File: config.mk
export PLATFORM = sky130hd
export DESIGN_NAME = dma_chan_seq
export DESIGN_NICKNAME = d
export VERILOG_FILES = /design/src/rtl/dma_seq_pkg.sv /design/src/rtl/dma_step_ctr.sv /design/src/rtl/dma_ctrl_reg.sv /design/src/rtl/dma_fsm.sv /design/src/rtl/dma_chan_seq.sv
export SDC_FILE = /design/constraint.sdc
export NUM_CORES = 1
export LEC_CHECK = 0
export BUFFER_PORTS_ARGS = -buffer_cell sky130_fd_sc_hd__buf_2
export CAP_MARGIN = 15
export CORE_ASPECT_RATIO = 0.9
export CORE_UTILIZATION = 46
export CTS_BUF_LIST = sky130_fd_sc_hd__clkbuf_8 sky130_fd_sc_hd__clkbuf_16
export DETAILED_ROUTE_END_ITERATION = 16
export HOLD_SLACK_MARGIN = 0.1
export PLACE_DENSITY = 0.7
export SYNTH_ARGS = -nofsm -noshare
export SYNTH_HDL_FRONTEND = slang
export SYNTH_HIERARCHICAL = 1
export SYNTH_SLANG_ARGS = --single-unit
export TNS_END_PERCENT = 10
File: constraint.sdc
create_clock -name clk -period 2.6 [get_ports clk]
set_input_delay 0 -clock clk [delete_from_list [all_inputs] [get_ports clk]]
set_output_delay 0 -clock clk [all_outputs]
set_load 0.02 [all_outputs]
File: src/rtl/dma_seq_pkg.sv
package dma_seq_pkg;

    typedef enum logic [1:0] {
        ST_IDLE,
        ST_ARM,
        ST_RD,
        ST_WR
    } dma_state_e;

    localparam int CB_START  = 0;
    localparam int CB_EXT    = 1;
    localparam int CB_SINGLE = 2;
    localparam int CB_SA_WR  = 3;
    localparam int CB_SINC   = 4;
    localparam int CB_DINC   = 5;
    localparam int CB_SZ_LO  = 6;
    localparam int CTRL_W    = 8;

    localparam logic [2:0] SEL_SRC  = 3'd0;
    localparam logic [2:0] SEL_DST  = 3'd1;
    localparam logic [2:0] SEL_CNT  = 3'd2;
    localparam logic [2:0] SEL_CTRL = 3'd3;
    localparam logic [2:0] SEL_STAT = 3'd4;

    function automatic logic [2:0] size_step(input logic [1:0] sz);
        logic [2:0] s;
        unique case (sz)
            2'd0:    s = 3'd1;
            2'd1:    s = 3'd2;
            default: s = 3'd4;
        endcase
        return s;
    endfunction

endpackage

File: src/rtl/dma_step_ctr.sv
module dma_step_ctr #(
    parameter int W    = 32,
    parameter bit DOWN = 1'b0
) (
    input  logic         clk,
    input  logic         rst_n,
    input  logic         ld,
    input  logic [W-1:0] ld_val,
    input  logic         adv,
    input  logic [2:0]   step,
    output logic [W-1:0] q
);
    localparam logic [W-1:0] ZERO = '0;

    logic [W-1:0] stepw;
    logic [W-1:0] nxt;

    assign stepw = W'(step);

    generate
        if (DOWN) begin : g_down
            assign nxt = (q < stepw) ? ZERO : q - stepw;

            p_cnt_no_rise_r3: assert property (@(posedge clk) disable iff (!rst_n)
                !ld |=> q <= $past(q));
        end else begin : g_up
            assign nxt = q + stepw;
        end
    endgenerate

    always_ff @(posedge clk) begin
        if (!rst_n)   q <= ZERO;
        else if (ld)  q <= ld_val;
        else if (adv) q <= nxt;
    end
endmodule

File: src/rtl/dma_ctrl_reg.sv
module dma_ctrl_reg
    import dma_seq_pkg::*;
(
    input  logic              clk,
    input  logic              rst_n,
    input  logic              cfg_we,
    input  logic [2:0]        cfg_sel,
    input  logic [CTRL_W-1:0] cfg_wbyte,
    input  logic              clr_start,
    input  logic              set_done,
    input  logic              set_err,
    output logic [CTRL_W-1:0] ctrl,
    output logic              done,
    output logic              err
);
    logic wr_ctrl, wr_stat;

    assign wr_ctrl = cfg_we && (cfg_sel == SEL_CTRL);
    assign wr_stat = cfg_we && (cfg_sel == SEL_STAT);

    always_ff @(posedge clk) begin
        if (!rst_n) begin
            ctrl <= '0;
        end else if (wr_ctrl) begin
            ctrl <= cfg_wbyte;
        end else if (clr_start) begin
            ctrl[CB_START] <= 1'b0;
        end
    end

    always_ff @(posedge clk) begin
        if (!rst_n) begin
            done <= 1'b0;
            err  <= 1'b0;
        end else begin
            if (set_done)                  done <= 1'b1;
            else if (wr_stat && cfg_wbyte[0]) done <= 1'b0;
            if (set_err)                   err  <= 1'b1;
            else if (wr_stat && cfg_wbyte[1]) err  <= 1'b0;
        end
    end

    p_stat_sticky_r10: assert property (@(posedge clk) disable iff (!rst_n)
        (done && !wr_stat) |=> done);
endmodule

File: src/rtl/dma_fsm.sv
module dma_fsm
    import dma_seq_pkg::*;
(
    input  logic       clk,
    input  logic       rst_n,
    input  logic       start,
    input  logic       ext_mode,
    input  logic       single,
    input  logic       sa_wr,
    input  logic       blocked,
    input  logic       cnt_zero,
    input  logic       dreq,
    input  logic       bus_ack,
    input  logic       bus_err,
    output dma_state_e state,
    output logic       bus_req,
    output logic       bus_we,
    output logic       use_dst,
    output logic       adv_src,
    output logic       adv_dst,
    output logic       adv_cnt,
    output logic       cap,
    output logic       set_done,
    output logic       set_err,
    output logic       clr_start
);
    dma_state_e nxt;

    always_ff @(posedge clk) begin
        if (!rst_n) state <= ST_IDLE;
        else        state <= nxt;
    end

    always_comb begin
        nxt       = state;
        bus_req   = 1'b0;
        bus_we    = 1'b0;
        use_dst   = 1'b0;
        adv_src   = 1'b0;
        adv_dst   = 1'b0;
        adv_cnt   = 1'b0;
        cap       = 1'b0;
        set_done  = 1'b0;
        set_err   = 1'b0;
        clr_start = 1'b0;
        unique case (state)
            ST_IDLE: begin
                if (start && !blocked) nxt = ST_ARM;
            end
            ST_ARM: begin
                if (!start) begin
                    nxt = ST_IDLE;
                end else if (cnt_zero) begin
                    set_done  = 1'b1;
                    clr_start = 1'b1;
                    nxt       = ST_IDLE;
                end else if (!ext_mode || dreq) begin
                    nxt = (single && sa_wr) ? ST_WR : ST_RD;
                end
            end
            ST_RD: begin
                bus_req = 1'b1;
                if (bus_err) begin
                    adv_src   = 1'b1;
                    set_err   = 1'b1;
                    clr_start = 1'b1;
                    nxt       = ST_IDLE;
                end else if (bus_ack) begin
                    adv_src = 1'b1;
                    cap     = 1'b1;
                    if (single) begin
                        adv_cnt = 1'b1;
                        nxt     = ST_ARM;
                    end else begin
                        nxt = ST_WR;
                    end
                end
            end
            ST_WR: begin
                bus_req = 1'b1;
                bus_we  = 1'b1;
                use_dst = 1'b1;
                if (bus_err) begin
                    adv_dst   = 1'b1;
                    set_err   = 1'b1;
                    clr_start = 1'b1;
                    nxt       = ST_IDLE;
                end else if (bus_ack) begin
                    adv_dst = 1'b1;
                    adv_cnt = 1'b1;
                    nxt     = ST_ARM;
                end
            end
            default: nxt = ST_IDLE;
        endcase
    end

    p_ext_waits_r6: assert property (@(posedge clk) disable iff (!rst_n)
        (state == ST_ARM && ext_mode && !dreq) |=> !bus_req);

    p_cycle_held_r11: assert property (@(posedge clk) disable iff (!rst_n)
        (bus_req && !bus_ack && !bus_err) |=> (bus_req && $stable(bus_we)));
endmodule

File: src/rtl/dma_chan_seq.sv
module dma_chan_seq
    import dma_seq_pkg::*;
#(
    parameter int AW = 32,
    parameter int DW = 32,
    parameter int CW = 24
) (
    input  logic          clk,
    input  logic          rst_n,
    input  logic          cfg_we,
    input  logic [2:0]    cfg_sel,
    input  logic [31:0]   cfg_wdata,
    input  logic          dreq,
    output logic          bus_req,
    output logic          bus_we,
    output logic [AW-1:0] bus_addr,
    output logic [1:0]    bus_size,
    output logic [DW-1:0] bus_wdata,
    input  logic [DW-1:0] bus_rdata,
    input  logic          bus_ack,
    input  logic          bus_err,
    output logic          busy,
    output logic          done,
    output logic          err,
    output logic          irq
);
    localparam int LW = (AW > CW) ? AW : CW;

    logic [CTRL_W-1:0] ctrl;
    logic [AW-1:0]     src_q, dst_q;
    logic [CW-1:0]     cnt_q;
    logic [LW-1:0]     ld_word;
    logic [2:0]        step;
    logic [DW-1:0]     hold_q;
    dma_state_e        state;
    logic use_dst, adv_src, adv_dst, adv_cnt, cap;
    logic set_done, set_err, clr_start;

    assign ld_word  = LW'(cfg_wdata);
    assign bus_size = ctrl[CB_SZ_LO +: 2];
    assign step     = size_step(bus_size);

    dma_ctrl_reg u_regs (
        .clk, .rst_n, .cfg_we, .cfg_sel,
        .cfg_wbyte (cfg_wdata[CTRL_W-1:0]),
        .clr_start, .set_done, .set_err,
        .ctrl, .done, .err
    );

    dma_step_ctr #(.W(AW), .DOWN(1'b0)) u_src (
        .clk, .rst_n,
        .ld     (cfg_we && cfg_sel == SEL_SRC),
        .ld_val (ld_word[AW-1:0]),
        .adv    (adv_src && ctrl[CB_SINC]),
        .step, .q (src_q)
    );

    dma_step_ctr #(.W(AW), .DOWN(1'b0)) u_dst (
        .clk, .rst_n,
        .ld     (cfg_we && cfg_sel == SEL_DST),
        .ld_val (ld_word[AW-1:0]),
        .adv    (adv_dst && ctrl[CB_DINC]),
        .step, .q (dst_q)
    );

    dma_step_ctr #(.W(CW), .DOWN(1'b1)) u_cnt (
        .clk, .rst_n,
        .ld     (cfg_we && cfg_sel == SEL_CNT),
        .ld_val (ld_word[CW-1:0]),
        .adv    (adv_cnt),
        .step, .q (cnt_q)
    );

    dma_fsm u_fsm (
        .clk, .rst_n,
        .start    (ctrl[CB_START]),
        .ext_mode (ctrl[CB_EXT]),
        .single   (ctrl[CB_SINGLE]),
        .sa_wr    (ctrl[CB_SA_WR]),
        .blocked  (done || err),
        .cnt_zero (cnt_q == '0),
        .dreq, .bus_ack, .bus_err,
        .state, .bus_req, .bus_we, .use_dst,
        .adv_src, .adv_dst, .adv_cnt, .cap,
        .set_done, .set_err, .clr_start
    );

    always_ff @(posedge clk) begin
        if (!rst_n)   hold_q <= '0;
        else if (cap) hold_q <= bus_rdata;
    end

    assign bus_addr  = use_dst ? dst_q : src_q;
    assign bus_wdata = hold_q;
    assign busy      = (state != ST_IDLE);
    assign irq       = set_done;

    p_addr_held_r11: assert property (@(posedge clk) disable iff (!rst_n)
        (bus_req && !bus_ack && !bus_err) |=> $stable(bus_addr));

    p_err_halts_r8: assert property (@(posedge clk) disable iff (!rst_n)
        (bus_req && bus_err) |=> !bus_req);

    p_done_at_zero_r5: assert property (@(posedge clk) disable iff (!rst_n)
        $rose(done) |-> ($past(cnt_q) == '0));

    p_irq_pulse_r5: assert property (@(posedge clk) disable iff (!rst_n)
        irq |=> !irq);
endmodule

==> flow_summary.yaml, run 1 <==
critical_path:
  worstReg2RegStart: "u_regs/ctrl[7]"
  crit_fanout: 6
  required_ns: 2.95
  reg2reg_to: "u_cnt/q[8]"
  arrival_ns: 2.77
  path_class: "reg2reg"
  worst_setup_path_start_kind: "flip-flop"
  rr_worst_depth: 9
  r2r_slack_ns: 0.17
  end_kind: "flip-flop"
timing:
  final-setup-viol-count: 0
  worst_slack_ns: 0.174
  timing.final.hold_violations: 0
  skew_ns: 0.00800
  setup_tns_ns: 0
  rsz0062_at_grt: "false"
  drv_slew: 0
  max_freq_mhz: 412
  fin_crit_sh_pct: 93.3
  max_slew_margin_pct: 28.9
  final.min_clock_period_ns: 2.43
  tightest_slew_ns: 1.07
grt:
  grt_pass1_vias: 7618
  grt_max_degree: 55
  met2_usage_pct: 43.4
  grt_pass1_wl_um: 41200
  grt_use_total_pct: 29.1
  grt_antenna_before_repair: 0
  use_met1_pct: 40.7
  grt.overflow.total: 0
  grt_busiest_layer: "met2"
  grt_use_met3_pct: 6.62
synth:
  netlist_area_um2: 8180
  synthTopCellsByArea: "dfxtp_1 (32%), mux2_4 (5.5%), mux2i_1 (5.4%), nor2b_1 (3.4%), o21ai_0 (3.2%)"
  synth_top_area_cell: "dfxtp_1"
  synth.avg_cell_area_um2: 8.63
  ys_async_sr_fraction_pct: 0
  ys_seq_elements: 132
  synthFlopType: "dfxtp_1"
  ys_seq_area_share_pct: 32.3
  yosysUniqueCellTypes: 73
  syn-num-nets: 1033
  syn_inst: 948
  synth_top_area_share_pct: 32.3
  yosys_warnings: 6
  synth_edf_count: 0
worst_hold_path:
  hp-start: "dreq"
  min_to: "u_fsm/state[1]"
  hold_depth: 4
  min_path_type: "in2reg"
die:
  dieArea_um2: 18300
  ios: 145
  die_w_um: 143
  core.rowCount: 45
  initial_core_util_pct: 47.8
  fp.dieH_um: 129
  core_um2: 17100
run_status:
  outcome: "finished clean"
cts:
  numCtsBuffers: 17
  clkLatencyLatePin_ns: 0.41
  path_clk_slew_ns: 0.06
  cts.htree.levels: 4
  cts_tree: "done"
  clock-sinks: 132
  cts-root-buf: "clkbuf_16"
  clockBufferDepth: 2
detailed_routing:
  antenna_left: 0
  viasPerCell: 5.98
  via_count: 8394
  wirelength_um: 26600
  firstDrtPassIters: 7
  drt-initial-drc-count: 764
  drc: 0
  wire_per_inst_um: 19.0
place:
  place_congestion: 0.962
  dp_slack_ns: 0.136
  dp_hpwl_um: 18600
  io_buffers: 144
pwr:
  leakagePower_nw: 4.02
  power_density_nw_per_um2: 522
  vdd_drop_max_mv: 0.398
cells_and_area:
  syn_to_final_growth_pct: 29.1
  final_cell_mix: "buf_2 (144), dfxtp_1 (132), dlygate4sd3_1 (69)"
  drive_gt1_share_pct: 24.3
  fill_cells: 1511
  final_nets: 1239
  mostFrequentLayoutCell: "buf_2"
run:
  cap_violations: 0
[layout make-up]
cell class / count / area, um2 / area share (%)
tap: 235 / 294 / 2.78
clock buffer: 21 / 480 / 4.55
sequential: 132 / 2640 / 25.0
timing repair buffer: 255 / 1750 / 16.6
antenna: 1 / 2.50 / 0.0237
multi-input combinational: 723 / 5120 / 48.5
clock inverter: 11 / 180 / 1.71
inverter: 25 / 93.8 / 0.888
[where the power goes]
group	switching (mW)	internal, mW	total (mW)
Clock	0.898	1.79	2.69
Combinational	0.357	0.322	0.678
Sequential	0.0716	2.07	2.14
Total	1.33	4.19	5.51
[state kept, by name, indices dropped and copies added (netlist names)]
signal,flops
u_cnt/q,24
u_regs/done,1
bus_wdata,32
u_fsm/state,2
u_regs/ctrl,8
u_regs/err,1
u_dst/q,32
u_src/q,32
[stage by stage]
| step | hold WS [ns] | cell area [um2] | power (mW) | utilization (%) | instances |
|---|---|---|---|---|---|
| finish | 0.104 | 10600 | 5.51 | 61.7 | 1403 |
| global route | 0.131 | 10600 | 5.69 | 61.7 | 1402 |
| CTS | 0.101 | 10600 | 5.51 | 61.7 | 1402 |
| detailed placement | 0.264 | 9200 | 2.76 | 53.8 | 1301 |
| global placement | 0.257 | 9200 | 2.75 | 53.8 | 1301 |
| floorplan | 0.100 | 8190 | 2.54 | - | 948 |
[kinds of logic after synthesis]
logic type	share of synthesized area [%]
AND/OR/NAND/NOR	26.4
AO/OA/AOI/OAI	19.0
flip-flops	32.3
buffers and inverters	5.95
multiplexers	11.2
XOR/XNOR	3.10
adder cells (fa/ha/maj)	2.11
[Yosys cell counts (9+ instances only)]
library cell / instances
a211oi_1: 26
a21oi_1: 40
a31oi_1: 25
and3_1: 20
clkbuf_1: 45
dfxtp_1: 132
ha_1: 9
inv_1: 25
mux2_4: 30
mux2i_1: 44
nand2_1: 52
nand3_1: 40
nand4_1: 26
nor2_1: 58
nor2b_1: 44
nor3_1: 18
nor4_1: 37
nor4b_1: 9
o21ai_0: 53
o22ai_1: 9
o31ai_1: 13
or4_1: 18
xnor2_1: 17
xor2_1: 12
[how the worst max path moves through the flow]
stage | endpoint | slack (ns) | startpoint | depth (start not counted)
finish | u_cnt/q[8] | 0.17 | u_regs/ctrl[7] | 9
global route | u_cnt/q[10] | 0.07 | u_regs/ctrl[7] | 9
CTS | u_cnt/q[14] | 0.14 | u_regs/ctrl[7] | 7
detailed placement | u_cnt/q[14] | 0.14 | u_regs/ctrl[7] | 7
global placement | u_cnt/q[14] | 0.22 | u_regs/ctrl[7] | 7
floorplan | u_cnt/q[10] | 0.08 | u_regs/ctrl[6] | 8
[layer usage]
metal / wire length, um / vias up
met5: 0 / -
met4: 614 / 0
met1: 11900 / 3983
met2: 11900 / 368
li1: - / 3995
met3: 2240 / 48
[repair_timing]
action | 4_1_cts | 5_1_grt
hold buffers | 69 | 0
endpoints found under the setup margin | 0 | 1
gates resized for setup | 0 | 2
endpoints found under the hold margin | 131 | 0
setup buffers | 0 | 0
[critical path: stages, from the launching register on]
cell     delay, ns
dfxtp_1       0.37
nor2_1        0.17
ha_1          0.21
inv_1         0.07
fa_1          0.41
a211o_1       0.37
nor2_4        0.15
nand2_1       0.12
a311o_2       0.37
a21oi_1       0.12
Power figures use the tool's default switching activity.
==> run 2: changes to the inputs <==
BUFFER_PORTS_ARGS = default   (was -buffer_cell sky130_fd_sc_hd__buf_2)
DONT_BUFFER_PORTS = 1   (was default)
PLACE_DENSITY = 0.63   (was 0.7)
==> flow_summary.yaml, run 2 (synthesis gave the netlist of run 1 again) <==
run_status:
  outcome: "finished clean"
timing:
  fin_crit_sh_pct: 95.1
  max_slew_margin_pct: 49.6
  max_freq_mhz: 404
  rsz0062_at_grt: "false"
  final-setup-viol-count: 0
  tightest_slew_ns: 0.755
  setup_tns_ns: 0
  skew_ns: 0.00971
  final.min_clock_period_ns: 2.47
  drv_slew: 0
  timing.final.hold_violations: 0
cts:
  clkLatencyLatePin_ns: 0.42
  numCtsBuffers: 17
  cts.htree.levels: 4
  cts-root-buf: "clkbuf_16"
  cts_tree: "done"
  postCtsSetupBuffers: 0
  clock-sinks: 132
  path_clk_slew_ns: 0.06
  clockBufferDepth: 2
detailed_routing:
  drt-initial-drc-count: 765
  wire_per_inst_um: 21.0
  antenna_left: 0
  viasPerCell: 6.20
  via_count: 7882
  wirelength_um: 26600
  drc: 0
  firstDrtPassIters: 5
pwr:
  leakagePower_nw: 3.36
  power_density_nw_per_um2: 534
  power_mw: 5.29
  vdd_drop_max_mv: 0.461
critical_path:
  arrival_ns: 2.83
  crit_fanout: 7
  worstReg2RegStart: "u_cnt/q[19]"
  end_kind: "flip-flop"
  reg2reg_to: "u_regs/done"
  path_class: "reg2reg"
  required_ns: 2.95
  r2r_slack_ns: 0.13
  critPathLaunch: "u_cnt/q[19]"
  rr_worst_depth: 8
  worst_setup_path_start_kind: "flip-flop"
grt:
  grt_pass1_vias: 7010
  grt_pass1_wl_um: 40200
  grt.overflow.total: 0
  grt_max_degree: 109
  grt_use_total_pct: 28.6
  grt_antenna_before_repair: 5
cells_and_area:
  syn_to_final_growth_pct: 21.1
  final_cells: 1271
  drive_gt1_share_pct: 14.0
  final_cell_mix: "dfxtp_1 (132), dlygate4sd3_1 (76), nor2_1 (57)"
  final_nets: 1105
  mostFrequentLayoutCell: "dfxtp_1"
run:
  cap_violations: 0
die:
  ios: 145
  initial_core_util_pct: 47.8
  die_w_um: 143
  fp.dieH_um: 129
  dieArea_um2: 18300
  core_um2: 17100
  core.rowCount: 45
place:
  dp_hpwl_um: 18100
  place_congestion: 0.932
  io_buffers: 0
  placed_cells: 1159
worst_hold_path:
  min_to: "u_regs/ctrl[0]"
  hold_depth: 2
  hp-start: "cfg_we"
  min_path_type: "in2reg"
run 2: metal layers:
metal	GRT usage [%]	vias up	part of all wire (%)
met1	41.9	3746	47
met4	7.27	2	1.4
li1	-	3737	-
met5	0	-	0.049
met3	6.74	27	8.1
met2	42.0	370	43
run 2: area by class of cell:
class | count | area (um2)
diodes | 4 | 10.0
clock buffers | 17 | 425
clock inverters | 14 | 188
fillers | 1528 | 7210
inverters | 25 | 93.8
multi-input cells | 723 | 5120
flip-flops and latches | 132 | 2640
well taps | 235 | 294
repair buffers | 121 | 1130
run 2: worst max-delay path, stage by stage (launching register included):
cell	delay (ns)
dfxtp_1	0.37
nor4_1	0.39
nand4_1	0.18
nor2_2	0.24
and3_1	0.21
buf_4	0.15
o21ai_0	0.08
a31oi_1	0.18
dlygate4sd3_1	0.60
run 2: how the worst max path moves through the flow:
stage	end	slack [ns]	depth (start not counted)
after floorplan	u_cnt/q[10]	0.08	8
after global placement	u_cnt/q[10]	0.24	9
after detailed placement	u_cnt/q[10]	0.21	9
after CTS	u_regs/done	0.05	8
after global routing	u_regs/done	0.06	8
final	u_regs/done	0.13	8
run 2: repair_timing:
item | CTS | global route
resized for setup | 0 | 3
hold buffers | 77 | 0
endpoints found under the setup margin | 0 | 2
endpoints found under the hold margin | 132 | 0
run 2: through the flow:
stage	setup WS [ns]	util, %	area, um2	hold slack [ns]
global placement	0.238	49.6	8480	0.104
CTS	0.0500	57.7	9880	0.176
detailed placement	0.207	49.6	8480	0.113
global route	0.0590	57.9	9900	0.183
finish	0.127	57.9	9910	0.204
floorplan	0.0794	-	8190	0.100
run 2: where the power goes:
| group | switching [mW] | leakage, nW | internal (mW) |
|---|---|---|---|
| Sequential | 0.0734 | 1.07 | 2.07 |
| Combinational | 0.333 | 2.00 | 0.283 |
| Clock | 0.940 | 0.291 | 1.59 |
| Total | 1.35 | 3.36 | 3.95 |
==> run 3: changes to the inputs <==
CELL_PAD_IN_SITES_DETAIL_PLACEMENT = 1   (was default)
CELL_PAD_IN_SITES_GLOBAL_PLACEMENT = 1   (was default)
CORE_UTILIZATION = 44   (was 46)
MAX_ROUTING_LAYER = met4   (was default)
PLACE_DENSITY = 0.77   (was 0.63)
==> flow_summary.yaml, run 3 (synthesis gave the netlist of run 1 again) <==
detailed_routing:
  wirelength_um: 32000
  via_count: 8237
  firstDrtPassIters: 7
  drt-initial-drc-count: 622
  wire_per_inst_um: 25.0
  antenna_left: 0
  drc: 0
  viasPerCell: 6.44
cts:
  clkLatencyLatePin_ns: 0.44
  cts_tree: "done"
  path_clk_slew_ns: 0.07
  clock-sinks: 132
  clockBufferDepth: 2
  postCtsSetupBuffers: 0
  cts-root-buf: "clkbuf_16"
  numCtsBuffers: 17
  cts.htree.levels: 4
pwr:
  vdd_drop_max_mv: 0.440
  power.switching_mw: 1.49
  netSwitchingFraction_pct: 28.2
  power.internal_mw: 3.79
  power_frac_seq_pct: 40.6
  power_frac_comb_pct: 12.4
  leakagePower_nw: 3.35
  power_density_nw_per_um2: 533
  p_clk_share_pct: 47.0
cells_and_area:
  mostFrequentLayoutCell: "dfxtp_1"
  final_cell_mix: "dfxtp_1 (132), dlygate4sd3_1 (80), nor2_1 (58)"
  drive_gt1_share_pct: 13.7
  final_nets: 1106
  syn_to_final_growth_pct: 21.2
  regArea_um2: 2640
  fill_cells: 2067
  final_area_um2: 9920
  multi_input_area_um2: 5120
die:
  dieArea_um2: 19200
  core_um2: 17900
  core.rowCount: 46
  initial_core_util_pct: 45.7
  die_w_um: 146
  fp.dieH_um: 131
  ios: 145
timing:
  skew_ns: 0.0210
  whs_ns: 0.152
  final-setup-viol-count: 0
  fin_crit_sh_pct: 98.6
  worst_slack_ns: 0.0373
  drv_slew: 0
  max_freq_mhz: 390
  tightest_slew_ns: 1.14
  final.min_clock_period_ns: 2.56
  max_slew_margin_pct: 24.0
  timing.final.hold_violations: 0
worst_hold_path:
  hp-start: "cfg_we"
  min_path_type: "in2reg"
  hold_depth: 2
  min_to: "u_regs/ctrl[5]"
critical_path:
  arrival_ns: 2.87
  reg2reg_to: "u_fsm/state[0]"
  r2r_slack_ns: 0.04
  required_ns: 2.91
  rr_worst_depth: 6
  crit_fanout: 4
  worstReg2RegStart: "u_cnt/q[1]"
  worst_setup_path_start_kind: "flip-flop"
  path_class: "reg2reg"
  end_kind: "flip-flop"
place:
  dpl-instance-area_um2: 8470
  dp_slack_ns: 0.152
  dp_hpwl_um: 20100
  place_congestion: 0.940
  io_buffers: 0
run:
  cap_violations: 0
grt:
  grt_pass1_wl_um: 48900
  grt_max_degree: 110
  grt_antenna_before_repair: 3
  grt_pass1_vias: 8253
  grt.overflow.total: 0
  grt_use_total_pct: 33.8
run_status:
  outcome: "finished clean"
==> run 3: worst max-delay path by stage <==
stage,start,end,slack (ns),cells past startpoint
after floorplan,u_regs/ctrl[6],u_cnt/q[10],0.08,8
after global placement,u_regs/ctrl[7],u_cnt/q[10],0.24,8
after detailed placement,u_regs/ctrl[7],u_cnt/q[10],0.15,8
after CTS,u_regs/ctrl[7],u_cnt/q[10],0.13,8
after global routing,u_regs/ctrl[7],u_cnt/q[14],-0.06,9
final,u_cnt/q[1],u_fsm/state[0],0.04,6
==> run 3: cell type report <==
type / instances / share of cell area [%]
Antenna cell: 5 / 0.126
Clock buffer: 17 / 4.29
Clock inverter: 15 / 1.70
Inverter: 25 / 0.946
Multi-Input combinational cell: 723 / 51.7
Sequential cell: 132 / 26.6
Tap cell: 240 / 3.03
Timing Repair Buffer: 122 / 11.6
==> run 3: power groups by stage <==
stage          clock, mW  combinational (mW)  sequential, mW
2_1_floorplan          0               0.376            2.16
3_3_place_gp           0               0.450            2.18
3_5_place_dp           0               0.460            2.19
4_1_cts             2.49               0.625            2.14
5_1_grt             2.59               0.690            2.15
6_report            2.49               0.653            2.15
==> run 3: metrics by stage <==
step | utilization, % | TNS, ns | total power, mW | std cells
floorplan | - | 0 | 2.54 | 948
global route | 55.4 | -0.0650 | 5.43 | 1277
CTS | 55.2 | 0 | 5.25 | 1274
global placement | 47.3 | 0 | 2.64 | 1161
detailed placement | 47.3 | 0 | 2.65 | 1161
finish | 55.4 | 0 | 5.28 | 1279
==> run 3: per-layer routing <==
metal  global-route usage, %  share of wire (%)  routed length, um  vias to the layer above
li1                        -                  -                  -                     3737
met1                    42.7                 44              13900                     4131
met2                    52.4                 47              14900                      316
met3                    7.57                6.8               2180                       53
met4                    12.9                2.8                896                        0
met5                       -                  0                  0                        -
==> run 3: timing repair <==
| item | CTS | global route |
|---|---|---|
| hold buffers | 81 | 0 |
| endpoints found under the hold margin | 132 | 0 |
| resized for setup | 0 | 3 |
| setup endpoints to repair | 0 | 4 |
==> run 3: worst max-delay path, cell delays in order, from the launching register on <==
cell and delay (ns):
dfxtp_1 0.37, nor4_1 0.48, nand4_1 0.19, nor2_1 0.40, a211oi_1 0.13, o221a_2 0.29, dlygate4sd3_1 0.59
